File: config.mk
export PLATFORM = sky130hd
export DESIGN_NAME = ep_phase_array
export DESIGN_NICKNAME = d
export VERILOG_FILES = /design/src/rtl/ep_pkg.sv /design/src/rtl/ep_frame.sv /design/src/rtl/ep_cells.sv /design/src/rtl/ep_drive.sv /design/src/rtl/ep_phase_array.sv
export SDC_FILE = /design/constraint.sdc
export NUM_CORES = 2
export LEC_CHECK = 0
export ABC_CLOCK_PERIOD_IN_PS = 2200
export BUFFER_PORTS_ARGS = -buffer_cell sky130_fd_sc_hd__buf_2
export CORE_MARGIN = 4
export CORE_UTILIZATION = 35
export CTS_CLUSTER_SIZE = 14
export DETAILED_ROUTE_END_ITERATION = 8
export HOLD_SLACK_MARGIN = 0.03
export SYNTH_ARGS = -nofsm -noshare
export SYNTH_HDL_FRONTEND = slang
export SYNTH_SLANG_ARGS = --single-unit
export TNS_END_PERCENT = 5
File: constraint.sdc
create_clock -name clk -period 2.2 [get_ports clk]
set_input_delay 0.22 -clock clk [delete_from_list [all_inputs] [get_ports clk]]
set_output_delay 0.22 -clock clk [all_outputs]
set_load 0.05 [all_outputs]
File: src/rtl/ep_pkg.sv
package ep_pkg;
  localparam int unsigned DEF_ROWS = 32;
  localparam int unsigned DEF_COLS = 32;

  typedef enum logic {
    PH_180 = 1'b0,
    PH_0   = 1'b1
  } phase_e;
endpackage

File: src/rtl/ep_frame.sv
module ep_frame #(
  parameter int unsigned ROWS = ep_pkg::DEF_ROWS,
  parameter int unsigned COLS = ep_pkg::DEF_COLS
) (
  input  logic            clk,
  input  logic            clr_n,
  input  logic            shift_en,
  input  logic            ser_data,
  input  logic            load,
  output logic [ROWS-1:0] row_hot,
  output logic [COLS-1:0] col_hot,
  output logic            phase_bit
);
  localparam int unsigned RAW = $clog2(ROWS);
  localparam int unsigned CAW = $clog2(COLS);
  localparam int unsigned FW  = CAW + RAW + 1;

  logic [FW-1:0]  sr_q;
  logic [FW-1:0]  snap_q;
  logic           load_q;
  logic           gate;
  logic [RAW-1:0] row_addr;
  logic [CAW-1:0] col_addr;

  always_ff @(posedge clk or negedge clr_n) begin
    if (!clr_n) begin
      sr_q   <= '0;
      snap_q <= '0;
      load_q <= 1'b0;
    end else begin
      if (shift_en) sr_q <= {sr_q[FW-2:0], ser_data};
      if (load && !load_q) snap_q <= sr_q;
      load_q <= load;
    end
  end

  assign gate      = load & load_q;
  assign col_addr  = snap_q[FW-1 -: CAW];
  assign row_addr  = snap_q[RAW:1];
  assign phase_bit = gate & snap_q[0];

  for (genvar r = 0; r < ROWS; r++) begin : g_row
    assign row_hot[r] = gate && (row_addr == RAW'(r));
  end
  for (genvar c = 0; c < COLS; c++) begin : g_col
    assign col_hot[c] = gate && (col_addr == CAW'(c));
  end

  // Frame is frozen at the first edge with load high
  assert_snapshot_R10: assert property (@(posedge clk) disable iff (!clr_n)
    (load && !load_q) |=> (snap_q == $past(sr_q)));

  // Shifting under an open path leaves the target alone
  assert_hold_snapshot_R10: assert property (@(posedge clk) disable iff (!clr_n)
    (load && load_q) |=> $stable(snap_q));
endmodule

File: src/rtl/ep_cells.sv
module ep_cells #(
  parameter int unsigned ROWS = ep_pkg::DEF_ROWS,
  parameter int unsigned COLS = ep_pkg::DEF_COLS
) (
  input  logic                 clk,
  input  logic                 clr_n,
  input  logic [ROWS-1:0]      row_hot,
  input  logic [COLS-1:0]      col_hot,
  input  logic                 phase_bit,
  input  logic                 inj_bit,
  input  logic                 wr_n,
  input  logic                 commit_n,
  output logic [ROWS*COLS-1:0] present,
  output logic [ROWS-1:0]      inj_present
);
  localparam int unsigned NCELL = ROWS * COLS;
  localparam int unsigned LASTC = COLS - 1;

  logic [NCELL-1:0] next_q;
  logic [NCELL-1:0] pres_q;
  logic [ROWS-1:0]  inj_next_q;
  logic [ROWS-1:0]  inj_pres_q;
  logic             commit_q;
  logic             commit_fall;

  assign commit_fall = commit_q & ~commit_n;

  always_ff @(posedge clk or negedge clr_n) begin
    if (!clr_n) begin
      next_q     <= '0;
      pres_q     <= '0;
      inj_next_q <= '0;
      inj_pres_q <= '0;
      commit_q   <= 1'b1;
    end else begin
      commit_q <= commit_n;
      for (int r = 0; r < ROWS; r++) begin
        for (int c = 0; c < COLS; c++) begin
          if (row_hot[r] && col_hot[c] && !wr_n) next_q[r*COLS+c] <= phase_bit;
        end
        if (row_hot[r] && col_hot[LASTC] && !wr_n) inj_next_q[r] <= inj_bit;
      end
      if (commit_fall) begin
        pres_q     <= next_q;
        inj_pres_q <= inj_next_q;
      end
    end
  end

  assign present     = pres_q;
  assign inj_present = inj_pres_q;

  assert_single_write_R3: assert property (@(posedge clk) disable iff (!clr_n)
    1'b1 |=> ($countones(next_q ^ $past(next_q)) <= 1));

  assert_write_hidden_R4: assert property (@(posedge clk) disable iff (!clr_n)
    !commit_fall |=> ($stable(pres_q) && $stable(inj_pres_q)));

  assert_commit_copy_R5: assert property (@(posedge clk) disable iff (!clr_n)
    commit_fall |=> (pres_q == $past(next_q)));

  assert_inj_commit_R8: assert property (@(posedge clk) disable iff (!clr_n)
    commit_fall |=> (inj_pres_q == $past(inj_next_q)));
endmodule

File: src/rtl/ep_drive.sv
module ep_drive #(
  parameter int unsigned ROWS = ep_pkg::DEF_ROWS,
  parameter int unsigned COLS = ep_pkg::DEF_COLS
) (
  input  logic [ROWS*COLS-1:0] present,
  input  logic [ROWS-1:0]      inj_present,
  input  logic                 ref_wave,
  output logic [ROWS*COLS-1:0] drive
);
  import ep_pkg::*;

  for (genvar r = 0; r < ROWS; r++) begin : g_r
    for (genvar c = 0; c < COLS; c++) begin : g_c
      phase_e ph;
      logic   wave;
      assign ph   = phase_e'(present[r*COLS+c]);
      assign wave = (ph == PH_0) ? ref_wave : ~ref_wave;
      if (c == COLS - 1) begin : g_edge
        assign drive[r*COLS+c] = inj_present[r] ? 1'b0 : wave;
      end else begin : g_plain
        assign drive[r*COLS+c] = wave;
      end
    end
  end
endmodule

File: src/rtl/ep_phase_array.sv
module ep_phase_array #(
  parameter int unsigned ROWS = ep_pkg::DEF_ROWS,
  parameter int unsigned COLS = ep_pkg::DEF_COLS
) (
  input  logic                 clk,
  input  logic                 clr_n,
  input  logic                 shift_en,
  input  logic                 ser_data,
  input  logic                 load,
  input  logic                 wr_n,
  input  logic                 commit_n,
  input  logic                 ref_wave,
  input  logic                 inj_bit,
  output logic [ROWS*COLS-1:0] drive,
  output logic [ROWS-1:0]      inj_force
);
  logic [ROWS-1:0]      row_hot;
  logic [COLS-1:0]      col_hot;
  logic                 phase_bit;
  logic [ROWS*COLS-1:0] present;

  ep_frame #(.ROWS(ROWS), .COLS(COLS)) u_frame (
    .clk(clk), .clr_n(clr_n), .shift_en(shift_en), .ser_data(ser_data),
    .load(load), .row_hot(row_hot), .col_hot(col_hot), .phase_bit(phase_bit)
  );

  ep_cells #(.ROWS(ROWS), .COLS(COLS)) u_cells (
    .clk(clk), .clr_n(clr_n), .row_hot(row_hot), .col_hot(col_hot),
    .phase_bit(phase_bit), .inj_bit(inj_bit), .wr_n(wr_n), .commit_n(commit_n),
    .present(present), .inj_present(inj_force)
  );

  ep_drive #(.ROWS(ROWS), .COLS(COLS)) u_drive (
    .present(present), .inj_present(inj_force), .ref_wave(ref_wave), .drive(drive)
  );

  for (genvar r = 0; r < ROWS; r++) begin : g_chk
    assert_inj_ground_R9: assert property (@(posedge clk) disable iff (!clr_n)
      inj_force[r] |-> (drive[r*COLS+COLS-1] == 1'b0));
  end
endmodule

# == Word level (Yosys, flattened, before mapping) ==
# Index checks and enable logic that the tools add are counted.
# word_totals
regBits,2136
input_bits,9
out_inout_bits,1056
word_cells,4302
# classes
eq_ne,62
muxes,1056
bitwise_logic,5
n_reduce_logical,2117
# ops
op,n
logical AND 1 bit,2113
two-way mux 1 bit,1056
== test 5 bit (second input constant),32
== test 5 x 4 -> 1 bit (second input constant),16
== test 5 x 3 -> 1 bit (second input constant),8
== test 5 x 2 -> 1 bit (second input constant),4
== test 5 x 1 -> 1 bit (second input constant),2
logical NOT 5 bit,2
AND 1 bit,3
logical NOT 1 bit,2
NOT 1 bit,2

# == Longest topological paths before layout ==
# logic_depth
ltp_word,4
depth_mapped,8
ltp_nobuf,3

# == Modules after synthesis ==
# From an unflattened synthesis, not the netlist that was laid out.
# hier_totals
cells_unflattened,8110
hier_area_um2,106160.6
# by_module_without_submodules
module,instances,cells_each,area_each_um2,seq_area_each_um2
ep_cells,1,5789,87136.1,52877.0
ep_drive,1,2162,17576.9,0.0
ep_frame,1,159,1447.6,575.6

# == Worst setup path after synthesis ==
# OpenSTA, ideal clock, no wires.
# synth_path
path_type,input port to output port
from,input port ref_wave
to,output port drive[351]
arrival_time_ns,1.823
required_time_ns,1.980
setup_slack_ns,0.157
cell_stages,5
n_path_buf,3
cell_sequence,clkbuf_1 > buf_2 > buf_1 > xor2_1 > nor2_1
# synth_between
elab_chain_cells,3
# synth_rtl
element,line_no,source
"start, declared",ep_phase_array.sv:12,"input logic ref_wave,"
NOT 1 bit,ep_drive.sv:17,assign wave = (ph == PH_0) ? ref_wave : ~ref_wave;
two-way mux 1 bit (*),ep_drive.sv:17,
two-way mux 1 bit (*),ep_drive.sv:19,assign drive[r*COLS+c] = inj_present[r] ? 1'b0 : wave;
"end, declared",ep_phase_array.sv:14,"output logic [ROWS*COLS-1:0] drive,"
# Every way passes the cells marked *; elsewhere a longest branch is shown, timed or not.

# == Worst setup path in the final report ==
# layout_path
from,register u_frame.snap_q[9]
to,register u_cells.next_q[451]
# layout_between
elab_chain_cells,4
# layout_rtl
element,line_no,source
"start, declared",ep_frame.sv:19,logic [FW-1:0] snap_q;
"start signal, assigned",ep_frame.sv:32,if (load && !load_q) snap_q <= sr_q;
== test 5 x 2 -> 1 bit,ep_frame.sv:46,assign col_hot[c] = gate && (col_addr == CAW'(c));
logical AND 1 bit,ep_frame.sv:46,
logical AND 1 bit (2 in series),ep_cells.sv:39,if (row_hot[r] && col_hot[c] && !wr_n) next_q[r*COLS+c] <= phase_bit;
"end signal, assigned by index",ep_cells.sv:39,
"end, declared",ep_cells.sv:19,logic [NCELL-1:0] next_q;
# No other way between the ends.
# A chain may end at the register's enable or synchronous reset.

==> run metrics <==
first-pass iteration count of the detailed router 5; Clock Skew 0.0439 ns; slowest cell on the critical path dfrtp_4; Place WS -0.323 ns; slew margin rel. between 20% and 30%; Initial Util between 30% and 40%; most common cell after layout, fill and taps aside dfrtp_1; crit path DAT 3.04 ns; post-synthesis cell type count 43; CP Capture Type register; CTS H-Tree Depth 4; FF-to-FF path depth 6; Root Buffer clkbuf_16; share of layout cells above drive strength 1 roughly 50%; Final Hold Vio Count 0; DP HPWL approximately 250 mm; Setup violations, final 90; Reg2Reg Setup Slack -0.11 ns; most frequent cells in the layout 2124 x dfrtp_1, 1866 x mux2_2, 972 x buf_2; crit-path max FO 93; P_leak between 0.05 and 0.06 uW; total of max-cap violations 0; Net Count, Synth around 8300; fin area 0.123 mm2; Min-Delay Path Class input port to async pin; Syn Area/Cell approximately 13 um2; Post-synth EDFFs 0; worst reg2reg path startpoint u_frame.snap_q[9]; Inserted Clock Buffers between 200 and 250; Total Wirelength between 300 and 400 mm; Tmin final 2.31 ns; dominant synthesized flop cell dfrtp_1; RSZ-0062 raised after global routing yes; Slew Limit Fails 0; core box area 0.298 mm2; synthesized flop and latch total about 2100; Post-Syn Area around 0.10 mm2; initial antenna violation count 19; largest net degree at the start of global routing 104; Die Width approximately 560 um; crit-path cells buf_4, nand4bb_4, buf_12, buf_8, o41ai_1, o31ai_1; failing checks negative setup slack; synth warn 0; Layout area overhead 16.8%; CTS clk-pin slew, worst paths ~0.060 ns; Tightest Pin Transition 1.10 ns; Pwr Density between 800 and 900 mW/mm2; Vias/cell around 5.4; worst hold slack around 0.31 ns; synthesized instance count 8317; I/O Buffers 1064; status finished with violations; Layout Utilization between 40% and 50%; Total Neg Setup Slack -2.66 ns; Final ANT Viol Nets 0; Final period util 105%; GRT Resource Usage Total 22.5%; # rows 200; later-pin clock latency in the skew report 0.90 ns; Crit Reg-Reg Endpoint u_cells.next_q[451]; wire per inst ~29 um; DIE AREA 0.309 mm2; CP Class register to register; asr flop ratio synth between 90% and 100%; clk buf depth 4; nets@finish around 8400; worst vdd ir 0.617 mV; Die Y ~560 um; global-route wire length before repair 511 mm; Seq/Total Area, Yosys approximately 50%; Ports roughly 1100; clk sink count between 2000 and 2500; Iteration-0 DRC Markers about 5300; biggest cell delay along the critical path roughly 0.51 ns; Fmax ~0.43 GHz; CTS tree built; vias 67483; gpl congestion between 0.8 and 0.9; drt drc 0; vias in the first global route 69460; Congestion Overflow GR 0; setup ws final -0.106 ns; Critical Path RT just under 3 ns; placed cell area 0.112 mm2; CP Launch Type register
## synth_stat cells (5+ instances only)
library cell     n  area share, %
nand2_1         30           0.11
nand4_1        221            1.3
nor4_2          32           0.38
o31ai_1        234            1.7
xnor2_1        992            8.3
mux2_1          23           0.25
nor4bb_1         5          0.048
buf_4         1002            7.2
o41ai_1        234            2.0
mux2_2        1874             20
buf_1          120           0.43
nor2_1          32           0.11
nand4bb_1       15           0.16
clkbuf_1       500            1.8
dfrtp_1       2135             51
nor4_1         538            3.2
nand4b_2         5          0.072
or4b_1           8          0.076
and4b_1         11           0.10
xor2_1          32           0.27
and4bb_2        10           0.12
buf_2          223            1.1
## power breakdown
part,internal [uW],switching (uW)
Combinational,5840,16300
Sequential,39600,317
Clock,23300,16600
## worst max-delay path: cells and delay by family (launching register included)
kind / cells / cell delay (ns)
AO/OA/AOI/OAI: 2 / 0.50
AND/OR/NAND/NOR: 1 / 0.24
flip-flops: 1 / 0.51
buffers and inverters: 3 / 0.71
## per-stage QoR
stage	cells	total power, uW
after global placement	12095	61700
final	12531	102000
after global routing	12526	105000
after detailed placement	12095	61900
after CTS	12518	102000
after floorplan	8317	52600
## state kept, by name, indices dropped and copies added (netlist names)
signal               count
u_frame.load_q           1
u_cells.commit_q         1
u_frame.sr_q            11
u_cells.inj_present     32
u_frame.snap_q          11
u_cells.inj_next_q      32
u_cells.next_q        1024
u_cells.present       1024
## cell type report
class | instances | area, um2
Multi-Input combinational cell | 4329 | 43000
Sequential cell | 2136 | 53500
Timing Repair Buffer | 1707 | 13400
Inverter | 1 | 11.3
Clock inverter | 100 | 1300
Fill cell | 27531 | 175000
Tap cell | 3939 | 4930
Clock buffer | 311 | 6460
Antenna cell | 8 | 20.0
## worst max path at each step
stage	startpoint	to	slack, ns	cells after the start
final	u_frame.snap_q[9]	u_cells.next_q[451]	-0.11	6
after detailed placement	u_frame.snap_q[2]	u_cells.next_q[964]	-0.32	6
after floorplan	ref_wave	drive[351]	0.16	5
after global placement	u_frame.snap_q[2]	u_cells.next_q[964]	-0.39	6
after CTS	u_frame.snap_q[5]	u_cells.next_q[100]	-0.07	5
after global routing	u_frame.snap_q[3]	u_cells.next_q[111]	-0.1	5
## per-layer routing
metal  wire length [um]  GRT usage, %  vias up  share of wire, %
met5                 13             0        -            0.0036
met4              17600          9.75        2               4.9
met3              24300          4.06      649               6.8
met2             163000          35.2     2916                45
met1             155000          30.5    35100                43
li1                   -             -    28816                 -
## what timing repair did
item / CTS / global route
hold endpoints to repair: 1850 / 0
hold buffers: 10 / 0
pin swaps: 5 / 9
gates resized for setup: 208 / 202
setup buffers: 2 / 5
setup endpoints to repair: 290 / 306
## cells by family after synthesis
family / share of synthesized area, %
AOI/OAI and AO/OA: 3.63
and+or+nand+nor: 6.02
muxes: 20.4
DFF: 50.9
xor gates and xnor gates: 8.54
buffers and inverters: 10.5
Power figures use the tool's default switching activity.
